## src/rtl/bcd_calendar.sv

```systemverilog
module bcd_calendar #(
  parameter logic [15:0] RESET_YEAR = 16'h2000
) (
  input  logic        clk,
  input  logic        rst_n,
  input  logic        en_i,
  input  logic        tick_i,
  input  logic        load_i,
  input  logic [7:0]  ld_sec_i,
  input  logic [7:0]  ld_min_i,
  input  logic [7:0]  ld_hour_i,
  input  logic [7:0]  ld_dow_i,
  input  logic [7:0]  ld_date_i,
  input  logic [7:0]  ld_month_i,
  input  logic [15:0] ld_year_i,
  output logic [7:0]  sec_o,
  output logic [7:0]  min_o,
  output logic [7:0]  hour_o,
  output logic [7:0]  dow_o,
  output logic [7:0]  date_o,
  output logic [7:0]  month_o,
  output logic [15:0] year_o
);

  localparam int YEAR_DIGITS = 4;

  function automatic logic [3:0] step_nib(input logic [3:0] n);
    return (n == 4'h9) ? 4'h0 : n + 4'h1;
  endfunction

  function automatic logic [7:0] bump8(input logic [7:0] v);
    logic [7:0] r;
    r[3:0] = step_nib(v[3:0]);
    r[7:4] = (v[3:0] == 4'h9) ? step_nib(v[7:4]) : v[7:4];
    return r;
  endfunction

  function automatic logic mult4(input logic [7:0] b);
    if (b[4]) return (b[3:0] == 4'h2) || (b[3:0] == 4'h6);
    else      return (b[3:0] == 4'h0) || (b[3:0] == 4'h4) || (b[3:0] == 4'h8);
  endfunction

  logic [7:0]  sec_q, min_q, hour_q, dow_q, date_q, month_q;
  logic [15:0] year_q, year_inc;
  logic        tk, leap;
  logic [7:0]  month_len;
  logic        c_sec, c_min, c_hr, c_date, c_mon;
  logic [YEAR_DIGITS:0] ychain;

  assign tk   = en_i & tick_i & ~load_i;
  assign leap = (year_q[7:0] == 8'h00) ? mult4(year_q[15:8]) : mult4(year_q[7:0]);

  always_comb begin
    case (month_q)
      8'h02:                      month_len = leap ? 8'h29 : 8'h28;
      8'h04, 8'h06, 8'h09, 8'h11: month_len = 8'h30;
      default:                    month_len = 8'h31;
    endcase
  end

  assign c_sec  = tk && (sec_q == 8'h59);
  assign c_min  = c_sec && (min_q == 8'h59);
  assign c_hr   = c_min && (hour_q == 8'h23);
  assign c_date = c_hr && (date_q == month_len);
  assign c_mon  = c_date && (month_q == 8'h12);

  assign ychain[0] = 1'b1;
  for (genvar g = 0; g < YEAR_DIGITS; g++) begin : g_year
    assign year_inc[4*g +: 4] = ychain[g] ? step_nib(year_q[4*g +: 4]) : year_q[4*g +: 4];
    assign ychain[g+1]        = ychain[g] && (year_q[4*g +: 4] == 4'h9);
  end

  always_ff @(posedge clk) begin
    if (!rst_n) begin
      sec_q   <= 8'h00;
      min_q   <= 8'h00;
      hour_q  <= 8'h00;
      dow_q   <= 8'h01;
      date_q  <= 8'h01;
      month_q <= 8'h01;
      year_q  <= RESET_YEAR;
    end else if (load_i) begin
      sec_q   <= ld_sec_i;
      min_q   <= ld_min_i;
      hour_q  <= ld_hour_i;
      dow_q   <= ld_dow_i;
      date_q  <= ld_date_i;
      month_q <= ld_month_i;
      year_q  <= ld_year_i;
    end else if (tk) begin
      sec_q <= c_sec ? 8'h00 : bump8(sec_q);
      if (c_sec) min_q <= c_min ? 8'h00 : bump8(min_q);
      if (c_min) hour_q <= c_hr ? 8'h00 : bump8(hour_q);
      if (c_hr) begin
        dow_q  <= (dow_q == 8'h07) ? 8'h01 : bump8(dow_q);
        date_q <= c_date ? 8'h01 : bump8(date_q);
      end
      if (c_date) month_q <= c_mon ? 8'h01 : bump8(month_q);
      if (c_mon) year_q <= year_inc;
    end
  end

  assign sec_o   = sec_q;
  assign min_o   = min_q;
  assign hour_o  = hour_q;
  assign dow_o   = dow_q;
  assign date_o  = date_q;
  assign month_o = month_q;
  assign year_o  = year_q;

  assert_load_R2: assert property (@(posedge clk) disable iff (!rst_n)
    load_i |=> ({year_o, month_o, date_o, dow_o, hour_o, min_o, sec_o} ==
                $past({ld_year_i, ld_month_i, ld_date_i, ld_dow_i, ld_hour_i, ld_min_i, ld_sec_i})));

  assert_hold_R3: assert property (@(posedge clk) disable iff (!rst_n)
    (!load_i && !(en_i && tick_i)) |=>
      $stable({year_o, month_o, date_o, dow_o, hour_o, min_o, sec_o}));

  assert_sec_wrap_R4: assert property (@(posedge clk) disable iff (!rst_n)
    (!load_i && en_i && tick_i && sec_o == 8'h59) |=> (sec_o == 8'h00));

  assert_min_quiet_R10: assert property (@(posedge clk) disable iff (!rst_n)
    (!load_i && en_i && tick_i && sec_o != 8'h59) |=> $stable({min_o, hour_o, date_o}));

  assert_dow_wrap_R5: assert property (@(posedge clk) disable iff (!rst_n)
    (!load_i && en_i && tick_i && {hour_o, min_o, sec_o} == 24'h235959 && dow_o == 8'h07)
      |=> (dow_o == 8'h01));

  assert_year_wrap_R8: assert property (@(posedge clk) disable iff (!rst_n)
    (!load_i && en_i && tick_i && {year_o, month_o, date_o, hour_o, min_o, sec_o} ==
      64'h9999_12_31_235959) |=> (year_o == 16'h0000 && month_o == 8'h01 && date_o == 8'h01));

endmodule

```

## config.mk

```make
export PLATFORM = sky130hd
export DESIGN_NAME = bcd_calendar
export DESIGN_NICKNAME = d
export VERILOG_FILES = /design/src/rtl/bcd_calendar.sv
export SDC_FILE = /design/constraint.sdc
export NUM_CORES = 1
export LEC_CHECK = 0
export ABC_AREA = 1
export BUFFER_PORTS_ARGS = -buffer_cell sky130_fd_sc_hd__buf_2
export CAP_MARGIN = 20
export CORE_UTILIZATION = 48
export CTS_BUF_LIST = sky130_fd_sc_hd__clkbuf_8
export DETAILED_ROUTE_END_ITERATION = 8
export GPL_TIMING_DRIVEN = 0
export PLACE_DENSITY = 0.81
export SLEW_MARGIN = 20
export SYNTH_ARGS = -nofsm -noshare
export SYNTH_HDL_FRONTEND = slang
export SYNTH_SLANG_ARGS = --single-unit
```

## constraint.sdc

```tcl
create_clock -name clk -period 1.85 [get_ports clk]
set_input_delay 0.185 -clock clk [delete_from_list [all_inputs] [get_ports clk]]
set_output_delay 0.185 -clock clk [all_outputs]
set_load 0.01 [all_outputs]
```

After elaboration in Yosys (flattened, before gate mapping):

Cells that the tools add are included.

* add/sub/neg operators: 16
* equality and inequality tests: 35
* muxes and demuxes: 56
* bitwise operators: 3
* reduce and logical (&&, ||, !) cells: 46

Operator list (count)
* 8-bit 2-to-1 mux: 23
* 4-bit 2-to-1 mux: 25
* 4-bit == test (second input constant): 18
* 4-bit by 1-bit adder with 4-bit output (second input constant): 16
* 16-bit 2-to-1 mux: 3
* 8-bit by 3-bit == test with 1-bit output (second input constant): 3
* 3-bit AND reduction: 8
* 2-bit nonzero test: 9
* 3-bit nonzero test: 6
* 4-bit by 3-bit == test with 1-bit output (second input constant): 4
* 8-bit by 5-bit == test with 1-bit output (second input constant): 2
* 8-bit by 7-bit == test with 1-bit output (second input constant): 2
* 2-bit AND reduction: 6
* 5-bit case mux with 2 select lines: 1
* 4-bit by 2-bit == test with 1-bit output (second input constant): 2
* 8-bit by 2-bit == test with 1-bit output (second input constant): 1
* 8-bit by 4-bit == test with 1-bit output (second input constant): 1
* 8-bit by 6-bit == test with 1-bit output (second input constant): 1
* 8-bit == test: 1
* 4-bit logical NOT: 2
* 8-bit logical NOT: 1
* 1-bit logical AND: 7
* 1-bit logical OR: 6
* 1-bit 2-to-1 mux: 4
* other kinds (3): 4

* register bits: 64
* output and inout bits: 64

Logic depth before layout (Yosys ltp):

Gate-level depths: netlist (run 1).

* depth in word-level cells: 14
* gate-level depth with buffers: 16
* mapped depth without buffers: 15

Worst setup path before layout (run 1):

Ideal clock, no wire load.

* path type: register -> register
* from: register sec_q[0] (netlist: sec_o[0])
* to: register month_q[6] (netlist: month_o[6])
* setup time: 0.112 ns
* data arrival time: 1.843 ns
* required time: 1.738 ns
* slack: -0.105 ns
* stages on the path, launching flop included: 16
* buffers on the path: 1
* cells stage by stage: dfxtp_1 ha_1 nand2_1 nor2_1 nand3_1 nor2_1 nand3_1 nor3_2 nand3_2 nand2_4 nand2_4 buf_6 nand2_1 nand2_1 nor2_1 nor2_1

* longest elaborated chain between the ends: 10
* elaborated cells on any way between the ends: 13
* those cells by class: 1 x eq/ne; 4 x mux; 8 x reduce/logical

Ends and longest elaborated chain
* start: declaration: RTL line 43 `logic [7:0] sec_q, min_q, hour_q, dow_q, date_q, month_q;`
* start signal: assignment: RTL line 83 `sec_q <= ld_sec_i;`
* start signal: assignment: RTL line 91 `sec_q <= c_sec ? 8'h00 : bump8(sec_q);`
* 8-bit by 7-bit == test with 1-bit output (*): RTL line 61 `assign c_sec = tk && (sec_q == 8'h59);`
* 1-bit logical AND (*): RTL line 61
* 1-bit logical AND (*): RTL line 62 `assign c_min = c_sec && (min_q == 8'h59);`
* 1-bit logical AND (*): RTL line 63 `assign c_hr = c_min && (hour_q == 8'h23);`
* 1-bit logical AND (*): RTL line 64 `assign c_date = c_hr && (date_q == month_len);`
* 1-bit logical AND: RTL line 65 `assign c_mon = c_date && (month_q == 8'h12);`
* 8-bit 2-to-1 mux (2 in a row): RTL line 98 `if (c_date) month_q <= c_mon ? 8'h01 : bump8(month_q);`
* 8-bit 2-to-1 mux: RTL line 90 `end else if (tk) begin`
* 8-bit 2-to-1 mux: RTL line 82 `end else if (load_i) begin`
* end signal: assignment: RTL line 88 `month_q <= ld_month_i;`
* end signal: assignment: RTL line 98
* end: declaration: RTL line 43

Mark *: on every way between the ends. The rest lies on a longest branch, timed or not. The select of a mux whose other input is x is not followed.
A chain may end at the register's enable or synchronous reset.

Final worst setup path (run 1):

* from: register month_q[4] (netlist: month_o[4])
* to: register month_q[6] (netlist: month_o[6])

* longest elaborated chain between the ends: 10
* elaborated cells on any way between the ends: 22
* those cells by class: 1 x add/sub; 8 x eq/ne; 7 x mux; 6 x reduce/logical

Ends and longest elaborated chain
* 8-bit by 3-bit == test with 1-bit output (tied with other cells): RTL line 54 `case (month_q)`
* 4-bit OR reduction: RTL line 54
* 5-bit case mux with 2 select lines: RTL line 54
* 8-bit == test: RTL line 64
* 1-bit logical AND: RTL line 64
* 1-bit logical AND: RTL line 65
* 8-bit 2-to-1 mux (2 in a row): RTL line 98
* 8-bit 2-to-1 mux: RTL line 90
* 8-bit 2-to-1 mux: RTL line 82

Parallel ways exist; a longest one is shown, timed or not. The select of a mux whose other input is x is not followed.

==> run summary, run 1 <==
DP HPWL - 9740 um
Crit path largest cell delay - 370 ps
clock skew - 9.83 ps
port bufs - 131
vias in the first global route - 4706
synthesized area - 4300 um2
Post-synth EDFFs - 0
Fillers - 756
CP max-delay cell - dfxtp_4
Layout area overhead - 33.5%
Unique masters post-synth - 42
die area - 9350 um2
flip-flop and latch count after synthesis - 64
Clock transition at path regs - 80 ps
iteration count of the initial detailed-routing pass - 5
clk_lat worst skew - 350 ps
cells along the critical path - inv_4 -> ha_4 -> nor3b_4 -> nand2_2 -> nand2_1 -> nand2_1 -> nor3_2 -> nand3_2 -> nand2_4 -> nand2_4 -> buf_6 -> nand2_2 -> nand2_1 -> nor2_1 -> nor2_1
clock period minus worst slack - 2100 ps
most used cell, CP - nand2_1
Seq/Total Area, Yosys - 0.298
failing checks - negative setup slack
critical path class - reg2reg
critical-path maximum fanout - 7
Final Hold Vio Count - 0
Setup TNS - -6460 ps
# hold bufs at CTS - 0
CTS H-tree lvls - 3
vias per cell - 5.63
Total Nets Final - 914
layout cell share with drive strength beyond 1 - 0.301
Leak - 2.81 nW
Die Ht - 96.7 um
Startpoint Class - flop
overall power - 4.09 mW
Synth top area share - 0.298
clock tree root driver cell - clkbuf_8
CTS Buffer Depth - 2
VDD IR max - 0.000473 V
routed via count - 5279
max cap viols - 0
status - finished, violations left
routed wire length per instance - 15.3 um
Warnings, synthesis - 0
Finished Cell Area - 5750 um2
core area - 8720 um2
final worst slack - -251 ps
Avg Inst Size Synth - 6.55 um2
die width - 96.7 um
Placer Congestion - 0.911
Final Max Tran Viols - 0
placed cells - 896
multi-input logic area - 2830 um2
commonest cells after routing, fill and taps aside - nand2_1 (133), buf_2 (133), inv_1 (67), nor2_1 (67), dfxtp_1 (54)
Starting Density - 0.494
CTS buffer count - 9
post-route clock period utilization - 1.14
GRT Resource Usage Total - 0.284
clk sink count - 64
Reg-to-Reg Start - month_o[4]
DP Worst Slack - -361 ps
endpoints failing setup - 42
unrepaired setup endpoints after global routing - yes
DP Area - 5110 um2
max frequency - 476 MHz
CP required - 2100 ps
synth top area cells - dfxtp_1 (30%), nand2_1 (13%), o21ai_0 (6.9%)
sequential cell area - 1300 um2
Rel. slew slack - 0.524
CTS tree - done
Critical Path Source - month_o[4]
Routed Antenna Nets - 0
Rows - 34
WP buf/inv - 2
Async SR Flop Fraction - 0
total gr overflow - 0
worst path arrival time - 2350 ps
Hold WC Path Type - in2reg
initial antenna violation count - 1
post-synth top area cell - dfxtp_1
largest net degree at the start of global routing - 12
Post-Synthesis Net Count - 748
DRC Markers - 0
Starting DRT DRC Count - 394
non-filler cells in the finished layout - 937
number of I/O pins - 133
Synth Flop Type - dfxtp_1
Least-Margin Pin Slew - 715 ps
total routed wirelength - 14300 um
delay-heaviest family, CP - simple AND/OR/NAND/NOR gates
HP Start - ld_hour_i[7]
CP endpoint kind - flop
first-pass GRT wire length - 21900 um
synthesized netlist cell count - 657
power per cell area - 712 nW/um2
[through the flow]
stage	hold WS, ps	utilization
after floorplan	332	-
after global placement	427	0.586
after detailed placement	447	0.586
after CTS	77.1	0.644
after global routing	99.1	0.659
final	69.1	0.659
[cells by family (layout without fill, tap and decap cells)]
logic type               Yosys count  count (layout)  synth area share
other                              0               1                 0
adder cells (fa/ha/maj)           22              22            0.0640
AND/OR/NAND/NOR                  312             312             0.321
buffers and inverters             98             269            0.0910
flip-flops                        64              64             0.298
AO/OA/AOI/OAI                    144             144             0.192
XOR/XNOR                          17              17            0.0346
[Yosys cell counts (10+ instances only)]
cell / instances
clkbuf_1: 15
nand4_1: 10
a211oi_1: 13
nand2_1: 147
nand3_1: 51
ha_1: 22
o21ai_0: 59
xor2_1: 14
a21oi_1: 43
nor2_1: 73
inv_1: 73
dfxtp_1: 64
[what timing repair did]
item,4_1_cts,5_1_grt
pin swaps,15,15
cloned,1,0
buffers inserted,16,7
gates resized for setup,42,32
endpoints found under the setup margin,52,54
[flip-flops by register name (all words and copies together) (netlist names)]
signal,cells
year_o,16
date_o,8
dow_o,8
hour_o,8
min_o,8
month_o,8
sec_o,8
[power by group]
group	switching [mW]	total (mW)	internal, mW	leakage (nW)
clock	0.606	1.49	0.886	0.120
sequential	0.140	1.62	1.48	0.532
combinational	0.584	0.985	0.401	2.15
total	1.33	4.09	2.76	2.81
[worst min-delay path: cells and delay by family]
kind            cells  cell delay (ps)
compound gates      1               60
buf+inv             1               80
simple gates        1               70
[area by class of cell]
cell class,instances,share of cell area
antenna,1,0.000435
multi-input combinational,495,0.492
buffer,22,0.0196
tap,108,0.0235
clock inverter,7,0.0194
clock buffer,9,0.0215
sequential,64,0.226
inverter,76,0.0516
timing repair buffer,155,0.146
[layer usage]
layer / part of all wire / vias to the layer above / wire length (um) / track usage
met5: 0 / - / 0 / 0
met4: 0.039 / 0 / 559 / 0.150
met3: 0.080 / 51 / 1140 / 0.0347
met2: 0.46 / 277 / 6630 / 0.460
met1: 0.42 / 2423 / 6000 / 0.371
li1: - / 2528 / - / -
[worst paths after layout]
kind	to	slack, ps	depth (start not counted)
max	month_o[6]	-250	15
min	hour_o[7]	70	3
max reg2reg	month_o[6]	-250	15
min reg2reg	min_o[1]	510	2
Power figures use the tool's default switching activity.
==> run 2, diff against run 1 <==
--- a/config.mk
+++ b/config.mk
@@ -6,7 +6,7 @@
 export NUM_CORES = 1
 export LEC_CHECK = 0
 export ABC_AREA = 1
-export BUFFER_PORTS_ARGS = -buffer_cell sky130_fd_sc_hd__buf_2
+export BUFFER_PORTS_ARGS = -buffer_cell sky130_fd_sc_hd__clkbuf_2
 export CAP_MARGIN = 20
 export CORE_UTILIZATION = 48
 export CTS_BUF_LIST = sky130_fd_sc_hd__clkbuf_8
==> run 2 against run 1 <==
The run still ends with negative setup slack left. Global-route usage rose by 0.70 points. Core utilization is 0.82 points higher. Via count grew 1.3%. Sequential power about the same.
==> run summary, run 2 (same netlist as run 1, synthesis figures left out) <==
clk sink count - 64 (unchanged)
worst path arrival time - 2420 ps (+70 ps)
total gr overflow - 0 (unchanged)
GRT Resource Usage Total - 0.291 (+0.00696)
Leak - 2.82 nW (+0.52%)
failing checks - negative setup slack
core area - 8720 um2 (unchanged)
clock tree root driver cell - clkbuf_8
total routed wirelength - 14400 um (+0.47%)
vias in the first global route - 4766 (+1.3%)
Total Nets Final - 921 (+0.77%)
critical path class - reg2reg
final worst slack - -294 ps (-43.3 ps)
CP required - 2130 ps (+30 ps)
Fillers - 723 (-4.4%)
max cap viols - 0 (unchanged)
layout cell share with drive strength beyond 1 - 0.309 (+0.00826)
Rows - 34 (unchanged)
overall power - 4.04 mW (-1.2%)
DRC Markers - 0 (unchanged)
iteration count of the initial detailed-routing pass - 7 (+2)
CTS buffer count - 9 (unchanged)
first-pass GRT wire length - 22200 um (+1.5%)
leading cell type in the layout, fill and taps excluded - nand2_1
vias per cell - 5.67 (+0.70%)
Startpoint Class - flop
die area - 9350 um2 (unchanged)
Routed Antenna Nets - 0 (unchanged)
endpoints failing setup - 38 (-9.5%)
commonest cells after routing, fill and taps aside - nand2_1 (138), clkbuf_2 (132), inv_1 (66), nor2_1 (66), dfxtp_1 (54)
unrepaired setup endpoints after global routing - yes
clk_lat worst skew - 360 ps (about the same)
Clock transition at path regs - 80 ps (about the same)
number of I/O pins - 133 (unchanged)
Final Max Tran Viols - 0 (unchanged)
Die Ht - 96.7 um (unchanged)
critical-path maximum fanout - 9 (+2)
routed via count - 5350 (+1.3%)
sequential cell area - 1300 um2 (+0.19%)
Hold WC Path Type - in2reg
ANT cells - 0 (-1)
port bufs - 131 (unchanged)
Starting DRT DRC Count - 435 (+10%)
Least-Margin Pin Slew - 771 ps (+56.7 ps)
max frequency - 466 MHz (-2.0%)
clock skew - 16.5 ps (+6.65 ps)
DP Worst Slack - -350 ps (+10.8 ps)
initial antenna violation count - 0 (-1)
CTS Buffer Depth - 2 (unchanged)
Starting Density - 0.494 (unchanged)
clock period minus worst slack - 2140 ps (+43.3 ps)
CP endpoint kind - flop
status - finished, violations left
DP HPWL - 9770 um (+0.34%)
CTS tree - done
post-route clock period utilization - 1.16 (+0.0234)
Final Hold Vio Count - 0 (unchanged)
Rel. slew slack - 0.486 (-0.0378)
max reg flops - 16 (unchanged)
VDD IR max - 0.000438 V (-7.3%)
CTS H-tree lvls - 3 (unchanged)
power per cell area - 695 nW/um2 (-2.5%)
routed wire length per instance - 15.3 um (-0.16%)
largest net degree at the start of global routing - 13 (+1)
Placer Congestion - 0.910 (-0.12%)
Layout area overhead - 35.2%
multi-input logic area - 2830 um2 (+0.18%)
die width - 96.7 um (unchanged)
==> run 2: power by group <==
group / switching (mW) / internal (mW)
clock: 0.618 / 0.800
combinational: 0.590 / 0.418
sequential: 0.141 / 1.48
total: 1.35 / 2.69
==> run 2: final timing paths <==
kind | startpoint | endpoint | slack [ps] | depth (start not counted)
worst max register to register | min_o[1] | year_o[6] | -290 | 14
worst max-delay path | min_o[1] | year_o[6] | -290 | 14
worst min-delay path | ld_hour_i[7] | hour_o[7] | 70 | 3
worst min register to register | hour_o[0] | hour_o[0] | 510 | 2
==> run 2: through the flow <==
stage / hold WS (ps) / cell area, um2 / util / std cells / TNS, ps
3_3_place_gp: 429 / 5110 / 0.586 / 896 / -10380
3_5_place_dp: 438 / 5110 / 0.586 / 896 / -13050
4_1_cts: 63.5 / 5590 / 0.641 / 930 / -6940
2_1_floorplan: 332 / 4320 / - / 657 / -174
6_report: 65.6 / 5820 / 0.667 / 943 / -7270
5_1_grt: 77.0 / 5820 / 0.667 / 943 / -12980
==> run 2: worst max-delay path, cell delays in order, from the launching register on <==
cell     delay, ps
dfxtp_2        340
inv_2           60
ha_2           170
nand2_2         70
nor2_4         120
nand3_2         90
nor2_4         150
nand3_2         90
nor3_2         140
nand3_2        130
nand2_4        170
buf_4          140
buf_8          110
nand4_1         90
a21oi_1        180
==> run 2: layout make-up <==
class,instances,area share
inverters,76,0.0510
clock inverters,6,0.0157
flip-flops and latches,64,0.224
plain buffers,22,0.0198
well taps,108,0.0232
clock buffers,10,0.0237
multi-input cells,495,0.487
repair buffers,162,0.156
==> run 2: layer usage <==
metal / GRT usage / vias to the layer above / routed length [um]
li1: - / 2553 / -
met1: 0.379 / 2433 / 5850
met2: 0.459 / 294 / 6530
met3: 0.0419 / 70 / 1220
met4: 0.172 / 0 / 793
met5: 0 / - / 0
==> run 2: repair_timing <==
| action | in CTS | in global routing |
|---|---|---|
| setup buffers | 16 | 12 |
| setup endpoints to repair | 51 | 54 |
| hold buffers | 0 | 0 |
| pin swaps | 13 | 16 |
| gates resized for setup | 38 | 40 |
| gates cloned | 2 | 1 |
==> run 3, diff against run 2 <==
--- a/config.mk
+++ b/config.mk
@@ -11,7 +11,6 @@
 export CORE_UTILIZATION = 48
 export CTS_BUF_LIST = sky130_fd_sc_hd__clkbuf_8
 export DETAILED_ROUTE_END_ITERATION = 8
-export GPL_TIMING_DRIVEN = 0
 export PLACE_DENSITY = 0.81
 export SLEW_MARGIN = 20
 export SYNTH_ARGS = -nofsm -noshare
==> run 3 against run 2 <==
The run still ends with negative setup slack left. Maximum frequency rose by 4.3%. Non-clock buffer count rose by 30. Routed wire length fell by 4.4%. Die area did not move. Register-to-register slack improved by 90 ps. Via count rose by 0.49%. Total power fell by 7.3%. Clock power fell by 30%. Core utilization rose by 4.2 points. Global-route usage fell by 2.5 points. Count of clock-buffer cells in the layout fell by 1. Critical path depth fell by 1. Critical path type unchanged.
==> run summary, run 3 (same netlist as run 1, synthesis figures left out) <==
status - finished, violations left
failing checks - negative setup slack
number of I/O pins - 133 (unchanged)
ANT cells - 0 (unchanged)
clk_lat worst skew - 340 ps (-20 ps)
final worst slack - -206 ps (+87.5 ps)
# hold bufs at CTS - 0 (unchanged)
Total Nets Final - 953 (+3.5%)
Hold Worst Slack - 70.9 ps (+5.27 ps)
CTS Buffer Depth - 2 (unchanged)
CTS tree - done
Psw - 1.30 mW (-3.6%)
non-filler cells in the finished layout - 974 (+3.3%)
placed cells - 945 (+5.5%)
Clock transition at path regs - 70 ps (about the same)
critical-path maximum fanout - 7 (-2)
clock period minus worst slack - 2060 ps (-87.5 ps)
DP Area - 5540 um2 (+8.5%)
Starting DRT DRC Count - 363 (-17%)
Sw Share - 0.347 (+0.0132)
post-route clock period utilization - 1.11 (-0.0473)
Die Ht - 96.7 um (unchanged)
P_int - 2.45 mW (-9.1%)
Finished Core Util - 0.710 (+0.0423)
Finished Cell Area - 6190 um2 (+6.3%)
Final Hold Vio Count - 0 (unchanged)
Rel. slew slack - 0.574 (+0.0878)
initial antenna violation count - 0 (unchanged)
endpoints failing setup - 30 (-21%)
Rows - 34 (unchanged)
vias per cell - 5.52 (-2.7%)
vias in the first global route - 4842 (+1.6%)
clk sink count - 64 (unchanged)
Final Max Tran Viols - 0 (unchanged)
CTS H-tree lvls - 3 (unchanged)
routed via count - 5376 (+0.49%)
Hold WC Path Type - in2reg
clock skew - 9.58 ps (-6.91 ps)
total routed wirelength - 13800 um (-4.4%)
Startpoint Class - flop
critical path class - reg2reg
Clock power frac - 0.267 (-0.084)
first-pass GRT wire length - 21000 um (-5.3%)
total gr overflow - 0 (unchanged)
die area - 9350 um2 (unchanged)
DRC Markers - 0 (unchanged)
commonest cells after routing, fill and taps aside - clkbuf_2 (132), nand2_1 (126), buf_4 (75)
VDD IR max - 0.000417 V (-5.0%)
iteration count of the initial detailed-routing pass - 7 (unchanged)
CP required - 2120 ps (about the same)
CTS buffer count - 9 (unchanged)
routed wire length per instance - 14.1 um (-7.5%)
unrepaired setup endpoints after global routing - yes
CP endpoint kind - flop
layout cell share with drive strength beyond 1 - 0.374 (+0.0652)
Seq pwr share - 0.420 (+0.020)
combinational share of power - 0.313 (+0.064)
leading cell type in the layout, fill and taps excluded - clkbuf_2
Routed Antenna Nets - 0 (unchanged)
Starting Density - 0.494 (unchanged)
DP HPWL - 9470 um (-3.0%)
max frequency - 486 MHz (+4.3%)
port bufs - 132 (+0.76%)
max reg flops - 16 (unchanged)
largest net degree at the start of global routing - 51 (+38)
core area - 8720 um2 (unchanged)
power per cell area - 606 nW/um2 (-13%)
Layout area overhead - 43.8%
Least-Margin Pin Slew - 639 ps (-132 ps)
max cap viols - 0 (unchanged)
worst path arrival time - 2330 ps (-90 ps)
Leak - 3.05 nW (+8.2%)
GRT Resource Usage Total - 0.267 (-0.0248)
die width - 96.7 um (unchanged)
Placer Congestion - 0.880 (-3.3%)
clock tree root driver cell - clkbuf_8
run 3: layout make-up:
cell class | count | area, um2
inverters | 76 | 293
flip-flops and latches | 64 | 1290
multi-input cells | 497 | 3000
fillers | 657 | 2530
repair buffers | 214 | 1310
clock buffers | 9 | 124
well taps | 108 | 135
clock inverters | 6 | 28.8
run 3: worst paths after layout:
kind,start,slack (ps),cells past startpoint,end
setup / recovery,min_o[1],-210,13,month_o[2]
hold / removal,ld_sec_i[2],70,3,sec_o[2]
setup reg to reg,min_o[1],-210,13,month_o[2]
hold reg to reg,dow_o[4],500,2,dow_o[4]
run 3: stage by stage:
stage | setup WS [ps] | power, mW | setup TNS (ps)
finish | -206 | 3.75 | -4590
detailed placement | -193 | 2.62 | -3210
global placement | -107 | 2.58 | -1170
floorplan | -40.3 | 2.17 | -174
CTS | -104 | 3.65 | -1630
global route | -322 | 3.95 | -8700
run 3: worst max-delay path, cell delays in order (launching register included):
cell     delay [ps]
dfxtp_2         330
inv_2            70
ha_4            120
nand2_2          60
nor2_4          130
nand3_2         100
nor2_4          140
nand3_2         110
nor3_4          220
nand3_4         150
nand2_8         180
buf_4           150
o21ai_0          60
a31oi_1         170
run 3: layer usage:
layer  vias up  GRT usage  wire length, um
li1       2605          -                -
met1      2498      0.331             5750
met2       232      0.458             6790
met3        41     0.0499              827
met4         0     0.0964              381
met5         -          0                0
run 3: what timing repair did:
action,4_1_cts,5_1_grt
pin swaps,11,27
buffers inserted,5,7
setup endpoints to repair,33,47
gates cloned,1,1
gates resized for setup,33,79
run 3: power groups by stage:
stage          clock network (mW)  logic [mW]  registers [mW]
2_1_floorplan                   0       0.507            1.66
3_3_place_gp                    0       0.995            1.58
3_5_place_dp                    0        1.03            1.59
4_1_cts                      1.01        1.07            1.56
5_1_grt                      1.07        1.29            1.58
6_report                     1.00        1.17            1.57
